## src/rtl/fpstk_pkg.sv

```systemverilog
package fpstk_pkg;

  typedef enum logic [1:0] {
    TAG_VALID   = 2'b00,
    TAG_ZERO    = 2'b01,
    TAG_SPECIAL = 2'b10,
    TAG_EMPTY   = 2'b11
  } tag_e;

  typedef enum logic [2:0] {
    OP_NOP   = 3'd0,
    OP_PUSH  = 3'd1,
    OP_PUSHZ = 3'd2,
    OP_POP   = 3'd3,
    OP_XCHG  = 3'd4,
    OP_COPY  = 3'd5,
    OP_INIT  = 3'd6,
    OP_CLEX  = 3'd7
  } op_e;

  localparam logic [15:0] CW_INIT    = 16'h037F;
  localparam logic [15:0] SW_KEEP    = 16'h7F00;
  localparam logic [15:0] SW_FAULT   = 16'h0041;
  localparam int          SW_C1_BIT  = 9;
  localparam int          SW_TOP_LSB = 11;

endpackage

```

## src/rtl/fpstk_ptr.sv

```systemverilog
module fpstk_ptr #(
  parameter int PW = 3
) (
  input  logic          clk,
  input  logic          rst_n,
  input  logic          push_en,
  input  logic          pop_en,
  input  logic          init_en,
  output logic [PW-1:0] top_q,
  output logic [PW-1:0] top_nxt
);

  logic upd_en;

  always_comb begin
    top_nxt = top_q;
    if (init_en)      top_nxt = '0;
    else if (push_en) top_nxt = top_q - PW'(1);
    else if (pop_en)  top_nxt = top_q + PW'(1);
  end

  assign upd_en = init_en | push_en | pop_en;

  always_ff @(posedge clk or negedge rst_n) begin
    if (!rst_n)      top_q <= '0;
    else if (upd_en) top_q <= top_nxt;
  end

endmodule

```

## src/rtl/fpstk_regfile.sv

```systemverilog
module fpstk_regfile
  import fpstk_pkg::*;
#(
  parameter int W   = 64,
  parameter int PW  = 3,
  parameter int NRD = 2
) (
  input  logic                  clk,
  input  logic                  rst_n,
  input  logic                  init_en,
  // write port A: value write optional (pop only retags)
  input  logic                  wa_en,
  input  logic                  wa_val_we,
  input  logic [PW-1:0]         wa_addr,
  input  logic [W-1:0]          wa_val,
  input  logic [1:0]            wa_tag,
  // write port B: value and tag, wins over A on the same entry
  input  logic                  wb_en,
  input  logic [PW-1:0]         wb_addr,
  input  logic [W-1:0]          wb_val,
  input  logic [1:0]            wb_tag,
  // internal lookups for the controller
  input  logic [PW-1:0]         qa_addr,
  output logic [W-1:0]          qa_val,
  output logic [1:0]            qa_tag,
  input  logic [PW-1:0]         qb_addr,
  output logic [W-1:0]          qb_val,
  output logic [1:0]            qb_tag,
  // external read ports, physical addresses
  input  logic [NRD*PW-1:0]     rd_addr,
  output logic [NRD*W-1:0]      rd_val,
  output logic [NRD*2-1:0]      rd_tag,
  output logic [2*(1<<PW)-1:0]  tag_word
);

  localparam int NREG = 1 << PW;

  logic [W-1:0] val_q [NREG];
  logic [1:0]   tag_q [NREG];

  for (genvar k = 0; k < NREG; k++) begin : g_entry
    logic         hit_a;
    logic         hit_b;
    logic         val_we;
    logic         tag_we;
    logic [W-1:0] val_nxt;
    logic [1:0]   tag_nxt;

    assign hit_a = wa_en && (wa_addr == PW'(k));
    assign hit_b = wb_en && (wb_addr == PW'(k));

    always_comb begin
      val_nxt = val_q[k];
      tag_nxt = tag_q[k];
      if (hit_a) begin
        tag_nxt = wa_tag;
        if (wa_val_we) val_nxt = wa_val;
      end
      if (hit_b) begin
        tag_nxt = wb_tag;
        val_nxt = wb_val;
      end
      if (init_en) tag_nxt = TAG_EMPTY;
    end

    assign val_we = hit_b | (hit_a & wa_val_we);
    assign tag_we = hit_a | hit_b | init_en;

    always_ff @(posedge clk) begin
      if (val_we) val_q[k] <= val_nxt;
    end

    always_ff @(posedge clk or negedge rst_n) begin
      if (!rst_n)      tag_q[k] <= TAG_EMPTY;
      else if (tag_we) tag_q[k] <= tag_nxt;
    end

    assign tag_word[2*k +: 2] = tag_q[k];
  end

  assign qa_val = val_q[qa_addr];
  assign qa_tag = tag_q[qa_addr];
  assign qb_val = val_q[qb_addr];
  assign qb_tag = tag_q[qb_addr];

  for (genvar r = 0; r < NRD; r++) begin : g_rd
    assign rd_val[r*W +: W] = val_q[rd_addr[r*PW +: PW]];
    assign rd_tag[r*2 +: 2] = tag_q[rd_addr[r*PW +: PW]];
  end

endmodule

```

## src/rtl/fpstk_status.sv

```systemverilog
module fpstk_status
  import fpstk_pkg::*;
#(
  parameter int PW = 3
) (
  input  logic          clk,
  input  logic          rst_n,
  input  logic          init_en,
  input  logic          clex_en,
  input  logic          fault_en,
  input  logic          fault_ovf,
  input  logic          mirror_en,
  input  logic [PW-1:0] top_nxt,
  output logic [15:0]   cw_q,
  output logic [15:0]   sw_q,
  output logic          fault_q
);

  logic [15:0] sw_nxt;
  logic        sw_we;

  always_comb begin
    sw_nxt = sw_q;
    if (init_en)      sw_nxt = '0;
    else if (clex_en) sw_nxt = sw_q & SW_KEEP;
    if (fault_en) begin
      sw_nxt            = sw_nxt | SW_FAULT;
      sw_nxt[SW_C1_BIT] = fault_ovf;
    end
    if (mirror_en) sw_nxt[SW_TOP_LSB +: PW] = top_nxt;
  end

  assign sw_we = init_en | clex_en | fault_en | mirror_en;

  always_ff @(posedge clk or negedge rst_n) begin
    if (!rst_n)       cw_q <= CW_INIT;
    else if (init_en) cw_q <= CW_INIT;
  end

  always_ff @(posedge clk or negedge rst_n) begin
    if (!rst_n)     sw_q <= '0;
    else if (sw_we) sw_q <= sw_nxt;
  end

  always_ff @(posedge clk or negedge rst_n) begin
    if (!rst_n) fault_q <= 1'b0;
    else        fault_q <= fault_en;
  end

endmodule

```

## src/rtl/fp_stack_ctrl.sv

```systemverilog
module fp_stack_ctrl
  import fpstk_pkg::*;
#(
  parameter int W   = 64,
  parameter int PW  = 3,
  parameter int NRD = 2
) (
  input  logic                  clk,
  input  logic                  rst_n,
  input  logic                  cmd_valid,
  input  logic [2:0]            cmd_op,
  input  logic [PW-1:0]         cmd_idx,
  input  logic [W-1:0]          cmd_data,
  input  logic                  status_rd,
  input  logic [NRD*PW-1:0]     rd_idx,
  output logic [NRD*W-1:0]      rd_data,
  output logic [NRD*2-1:0]      rd_tag,
  output logic [15:0]           ctrl_word,
  output logic [15:0]           status_word,
  output logic [2*(1<<PW)-1:0]  tag_word,
  output logic                  stack_fault
);

  op_e           op;
  logic          push_en, pushz_en, push_any, pop_en;
  logic          xchg_en, copy_en, init_en, clex_en;
  logic [PW-1:0] top_q, top_nxt;
  logic [PW-1:0] push_slot, rel_slot;
  logic [PW-1:0] qa_addr;
  logic [W-1:0]  qa_val, qb_val;
  logic [1:0]    qa_tag, qb_tag;
  logic          ovf, unf;
  logic          wa_en, wa_val_we, wb_en;
  logic [PW-1:0] wa_addr;
  logic [W-1:0]  wa_val;
  logic [1:0]    wa_tag;
  logic [NRD*PW-1:0] rd_phys;

  // command decode
  assign op       = op_e'(cmd_op);
  assign push_en  = cmd_valid && (op == OP_PUSH);
  assign pushz_en = cmd_valid && (op == OP_PUSHZ);
  assign push_any = push_en | pushz_en;
  assign pop_en   = cmd_valid && (op == OP_POP);
  assign xchg_en  = cmd_valid && (op == OP_XCHG);
  assign copy_en  = cmd_valid && (op == OP_COPY);
  assign init_en  = cmd_valid && (op == OP_INIT);
  assign clex_en  = cmd_valid && (op == OP_CLEX);

  // stack-relative address arithmetic
  assign push_slot = top_q - PW'(1);
  assign rel_slot  = top_q + cmd_idx;
  assign qa_addr   = push_any ? push_slot : top_q;

  for (genvar r = 0; r < NRD; r++) begin : g_map
    assign rd_phys[r*PW +: PW] = top_q + rd_idx[r*PW +: PW];
  end

  // misuse detection
  assign ovf = push_any && (qa_tag != TAG_EMPTY);
  assign unf = pop_en   && (qa_tag == TAG_EMPTY);

  // write port A: push, pop retag, exchange ST(0) side
  always_comb begin
    wa_en     = push_any | pop_en | xchg_en;
    wa_val_we = push_any | xchg_en;
    wa_addr   = qa_addr;
    wa_val    = qb_val;
    wa_tag    = qb_tag;
    if (push_any) begin
      wa_val = pushz_en ? '0 : cmd_data;
      wa_tag = pushz_en ? TAG_ZERO : TAG_VALID;
    end else if (pop_en) begin
      wa_tag = TAG_EMPTY;
    end
  end

  // write port B: ST(i) side of exchange and copy, sourced from ST(0)
  assign wb_en = xchg_en | copy_en;

  fpstk_ptr #(.PW(PW)) u_ptr (
    .clk     (clk),
    .rst_n   (rst_n),
    .push_en (push_any),
    .pop_en  (pop_en),
    .init_en (init_en),
    .top_q   (top_q),
    .top_nxt (top_nxt)
  );

  fpstk_regfile #(.W(W), .PW(PW), .NRD(NRD)) u_rf (
    .clk       (clk),
    .rst_n     (rst_n),
    .init_en   (init_en),
    .wa_en     (wa_en),
    .wa_val_we (wa_val_we),
    .wa_addr   (wa_addr),
    .wa_val    (wa_val),
    .wa_tag    (wa_tag),
    .wb_en     (wb_en),
    .wb_addr   (rel_slot),
    .wb_val    (qa_val),
    .wb_tag    (qa_tag),
    .qa_addr   (qa_addr),
    .qa_val    (qa_val),
    .qa_tag    (qa_tag),
    .qb_addr   (rel_slot),
    .qb_val    (qb_val),
    .qb_tag    (qb_tag),
    .rd_addr   (rd_phys),
    .rd_val    (rd_data),
    .rd_tag    (rd_tag),
    .tag_word  (tag_word)
  );

  fpstk_status #(.PW(PW)) u_st (
    .clk       (clk),
    .rst_n     (rst_n),
    .init_en   (init_en),
    .clex_en   (clex_en),
    .fault_en  (ovf | unf),
    .fault_ovf (ovf),
    .mirror_en (status_rd),
    .top_nxt   (top_nxt),
    .cw_q      (ctrl_word),
    .sw_q      (status_word),
    .fault_q   (stack_fault)
  );

endmodule

```

## config.mk

```make
export PLATFORM = sky130hd
export DESIGN_NAME = fp_stack_ctrl
export DESIGN_NICKNAME = d
export VERILOG_FILES = /design/src/rtl/fpstk_pkg.sv /design/src/rtl/fpstk_ptr.sv /design/src/rtl/fpstk_regfile.sv /design/src/rtl/fpstk_status.sv /design/src/rtl/fp_stack_ctrl.sv
export SDC_FILE = /design/constraint.sdc
export NUM_CORES = 2
export LEC_CHECK = 0
export ABC_CLOCK_PERIOD_IN_PS = 6600
export BUFFER_PORTS_ARGS = -buffer_cell sky130_fd_sc_hd__buf_2
export CORE_ASPECT_RATIO = 0.7
export CORE_MARGIN = 2
export CORE_UTILIZATION = 30
export CTS_BUF_LIST = sky130_fd_sc_hd__clkbuf_2
export DETAILED_ROUTE_END_ITERATION = 6
export PLACE_DENSITY_LB_ADDON = 0.05
export SLEW_MARGIN = 20
export SYNTH_ARGS = -nofsm -noshare
export SYNTH_HDL_FRONTEND = slang
export SYNTH_HIERARCHICAL = 1
export SYNTH_SLANG_ARGS = --single-unit
export TNS_END_PERCENT = 30
```

## constraint.sdc

```tcl
create_clock -name clk -period 6.6 [get_ports clk]
set_input_delay 0.33 -clock clk [delete_from_list [all_inputs] [get_ports clk]]
set_output_delay 0.33 -clock clk [all_outputs]
set_load 0.02 [all_outputs]
```

**Word-level counts from Yosys, hierarchy flattened**

Memories as Yosys holds them, arrays and structs flattened.
Cells that the tools add are included.

- Order comparisons: 4
- Bitwise logic cells: 47
- Add/sub/neg operators: 5
- Muxes and demuxes: 89
- Equal/unequal tests: 39
- Reduce and logical (&&, ||, !) cells: 55

Operators by type and width:

| operator | count |
|---|---|
| 2-to-1 mux 64 bit | 26 |
| 2-to-1 mux 2 bit | 34 |
| equality test 3 bit (second input constant) | 12 |
| bitwise OR 1 bit | 35 |
| 2-to-1 mux 16 bit | 2 |
| nonzero test 3 bit | 9 |
| logical AND 1 bit | 25 |
| binary-select mux 2 bit (select 3 bit) | 4 |
| inequality test 3 bit (second input constant) | 8 |
| AND reduction 3 bit | 8 |
| AND reduction 2 bit | 10 |
| equality test 3 x 2 -> 1 bit (second input constant) | 6 |
| inequality test 2 bit (second input constant) | 9 |
| 2-to-1 mux 1 bit | 17 |
| >= comparator 4 bit (second input constant) | 4 |
| NOT 3 -> 4 bit | 4 |
| 2-to-1 mux 3 bit | 5 |
| 2-to-1 mux 10 bit | 1 |
| adder 3 bit | 3 |
| equality test 3 x 1 -> 1 bit (second input constant) | 3 |
| AND 1 bit | 8 |
| logical NOT 3 bit | 2 |
| adder 3 x 1 -> 3 bit (second input constant) | 1 |
| subtractor 3 x 1 -> 3 bit (second input constant) | 1 |
| 2 further kinds | 2 |

- Bits in registers: 36
- Input bits: 80
- Bits in writable memories: 512
- Output and inout port bits: 181
- Memories kept: 1
- Word-level logic and storage cells: 253

Memories:

| name | words | bits a word | read ports | clocked after Yosys merged registers in | write ports | RTL line | source |
|---|---|---|---|---|---|---|---|
| u_rf.val_q | 8 | 64 | 4 | 0 | 8 | fpstk_regfile.sv:38 | `logic [W-1:0] val_q [NREG];` |

**Longest topological paths before layout**

- Word-level depth: 14
- Depth in mapped cells: 14
- Mapped depth without buffers: 10

**Cells and area by module**

Netlist, hierarchy kept.

Modules (own cells, without submodules):

| module | area an instance (µm²) | sequential area each (µm²) | cells each | instances |
|---|---|---|---|---|
| fpstk_regfile | 38244.2 | 15795.1 | 2256 | 1 |
| fp_stack_ctrl | 1875.5 | 0.0 | 334 | 1 |
| fpstk_status | 416.6 | 150.1 | 43 | 1 |
| fpstk_ptr | 201.4 | 75.1 | 21 | 1 |

**Least setup slack after synthesis**

OpenSTA, ideal clock, no wires.

- Kind: input-to-reg
- Start: in cmd_op[1]
- End: mem u_rf.val_q[6][0], enable pin
- Data arrival time: 6176 ps
- Slack: -151 ps
- Setup time: 575 ps
- Buffers on the path: 1
- Stages on the path: 6
- Path through: buf_4 > xor2_1 > nand2_1 > o21ai_0 > nand4b_1 > o21ai_0

RTL lines:

| what | RTL line | source |
|---|---|---|
| start, declared | fp_stack_ctrl.sv:11 | `input logic [2:0] cmd_op,` |
| end, declared | fpstk_regfile.sv:38 |  |

**Worst setup path in the final report**

- Start: reg u_ptr.top_q[0]
- End: out rd_data[103]

- Cells in the longest elaborated chain, start to end: 2

Ends and longest elaborated chain:

| what | RTL line | source |
|---|---|---|
| start, declared | fpstk_ptr.sv:9 | `output logic [PW-1:0] top_q,` |
| start signal, assigned | fpstk_ptr.sv:26 | `else if (upd_en) top_q <= top_nxt;` |
| adder 3 bit | fp_stack_ctrl.sv:56 | `assign rd_phys[r*PW +: PW] = top_q + rd_idx[r*PW +: PW];` |
| via rd_phys[5] | fp_stack_ctrl.sv:37 | `logic [NRD*PW-1:0] rd_phys;` |
| memory (8 x 64 bit) | n/a |  |
| end, declared | fp_stack_ctrl.sv:16 | `output logic [NRD*W-1:0] rd_data,` |

The timed path passes the listed nets, and every way through them passes these cells.

==> run metrics <==
outcome complete, no violations; Tcrit/Tclk final 87.8%; Total GRT Usage 23.4%; largest fanout on the critical path 22; Die W 444 um; Worst Setup SP u_ptr/top_q[0]; io pins 261; RSZ-0062 raised after global routing false; vias in the first global route 30100; Synth area leaders edfxtp_1 38%, mux4_2 29%, mux2_2 18%, nand2_1 2.0%, nand3_1 1.9%; post-layout min period 5790 ps; MaxCap Viol Count 0; yosys warns 6; CTS HTree Levels 4; asr flop ratio synth 4.66%; gp weighted congestion 0.770; Detailed Route WL 164000 um; Netlist Area Pre-Place 40700 sq um; Synth Flop Type edfxtp_1; critical path class flip-flop to output pin; Pre-antenna DRT Iters 5; list of most frequent post-synthesis cells 648 x mux2_2, 528 x mux4_2, 512 x edfxtp_1; DRC 0; initial antenna violation count 5; Setup crit start kind flip-flop; drt first-iter violations 2339; Max Freq 173 MHz; core area 135000 sq um; Post-CTS Repair Setup Buffers 0; Cells after Synth 2654; maximum vdd ir drop 584 uV; # setup viols final 0; post-DR wirelength/cell 33.2 um; clk_lat worst skew 1600 ps; CTS buffer count 160; Worst EP arrival 5460 ps; leakage 15.8 nW; required time of the critical path 6270 ps; Starting Density 30.1%; Max Slew Vio Count 0; Longest Clk Path Bufs 3; most frequent cell after synthesis mux2_2; CTS sink cnt 537; number of unique standard cell types used by synthesis 49; Post-synth EDFFs 512; area share of the largest cell type after synthesis 37.7%; RR Startpoint u_ptr/top_q[0]; post-CTS sizing 0; Clock Tree Root clkbuf_2; Clk pin slew, worst setup/hold paths 100 ps; clk_skew 99.0 ps; launch point of the worst hold path cmd_idx[0]; largest net degree at the start of global routing 76; Chip Height 312 um; Detailed Place HPWL 88500 um; layout cells sized above 1 56.5%; Setup TNS Final 0 ps; Seq cells post-synth 537; sequential area share after synthesis 39.3%; Post-DRT Antenna Nets 0; Hold Path Class input port to flip-flop; Buffers on Ports 234; Area growth syn-to-layout 14.9%; pwr dens 608 nW/um^2; DR vias/cell 5.78; CTS tree done; first-pass GRT wire length 231000 um; Vias 28500; total die area 139000 sq um; hold buffers post-CTS 173; final core utilization 34.6%; Max-slew headroom 23.5%; Hold Violations, Final 0; worst slew pin tran 1150 ps; Syn Area/Cell 15.3 sq um; Synth area leader edfxtp_1; critical path capture point type output pin; fin nets 3120; GRT Residual Overflow 0; row count 113
==> flip-flops by register name, summed over array words and instances, names as in the netlist <==
register and count:
u_st/fault_q 1, u_rf/tag_word 16, u_ptr/top_q 3, u_rf/val_q 512
u_st/sw_q 5
==> cell usage in the layout, fill, tap and decap left out, drive strengths merged, types with 8 or more instances in the layout <==
cell type / count
clkinv: 40
o21ai: 55
edfxtp: 512
dfrtp: 9
mux4: 528
dfstp: 16
buf: 310
a22oi: 10
mux2: 712
nand3: 155
dlygate4sd3: 172
o31ai: 19
nor2: 17
a21oi: 8
inv: 20
clkbuf: 222
nand2: 215
conb: 26
mux2i: 16
==> final timing paths <==
kind,to,slack (ps),depth (start not counted)
setup / recovery,rd_data[103],810,9
hold / removal,u_rf/val_q[7][10],260,6
setup reg to reg,u_rf/val_q[7][2],1480,13
hold reg to reg,u_st/sw_q[9],580,1
max in group asynchronous,u_rf/tag_word[4],5990,5
min in group asynchronous,u_st/sw_q[0],330,5
==> critical path: stages, from the launching register on <==
cell and delay (ps):
dfrtp_1 740, ha_4 210, inv_1 40, fa_1 380, xor2_1 520, xnor2_2 190
buf_4 560, buf_4 590, mux2_2 470, buf_2 180
==> cells by family after synthesis <==
family / after synthesis / synth area share, %
muxes: 1256 / 49.3
DFF: 537 / 39.3
and+or+nand+nor: 426 / 4.83
buffers and inverters: 306 / 4.38
AOI/OAI and AO/OA: 107 / 1.62
xor gates and xnor gates: 11 / 0.236
adders and majority gates: 9 / 0.332
other: 2 / 0.0184
==> layout make-up <==
type                       instances  area [sq um]
fill                           13100         88400
multi-input combinational       1835         23300
sequential                       537         16000
timing repair buffer             482          3750
tap                             1782          2230
clock buffer                     222          1110
clock inverter                    50           332
inverter                          15          71.3
antenna                            7          17.5
==> report_power, final <==
part,switching [W],internal [W]
registers,0.000362,0.00525
clock network,0.00165,0.00110
logic,0.0110,0.00912
==> stage by stage <==
step	power [W]	setup WS [ps]	area [sq um]	instances	hold WS, ps
floorplan	0.0198	-124	40800	2678	34.4
global placement	0.0255	1830	43600	4478	374
detailed placement	0.0257	1830	43600	4478	388
CTS	0.0287	488	46800	4923	4.58
global route	0.0301	558	46800	4928	144
finish	0.0284	807	46800	4930	263
==> metal layers <==
| layer | GRT usage, % | wire [um] |
|---|---|---|
| met1 | 30.2 | 69300 |
| met2 | 39.9 | 81400 |
| met3 | 3.71 | 8170 |
| met4 | 8.16 | 5010 |
| met5 | 0 | 0 |
No activity file was read; power rests on OpenSTA's default activity.
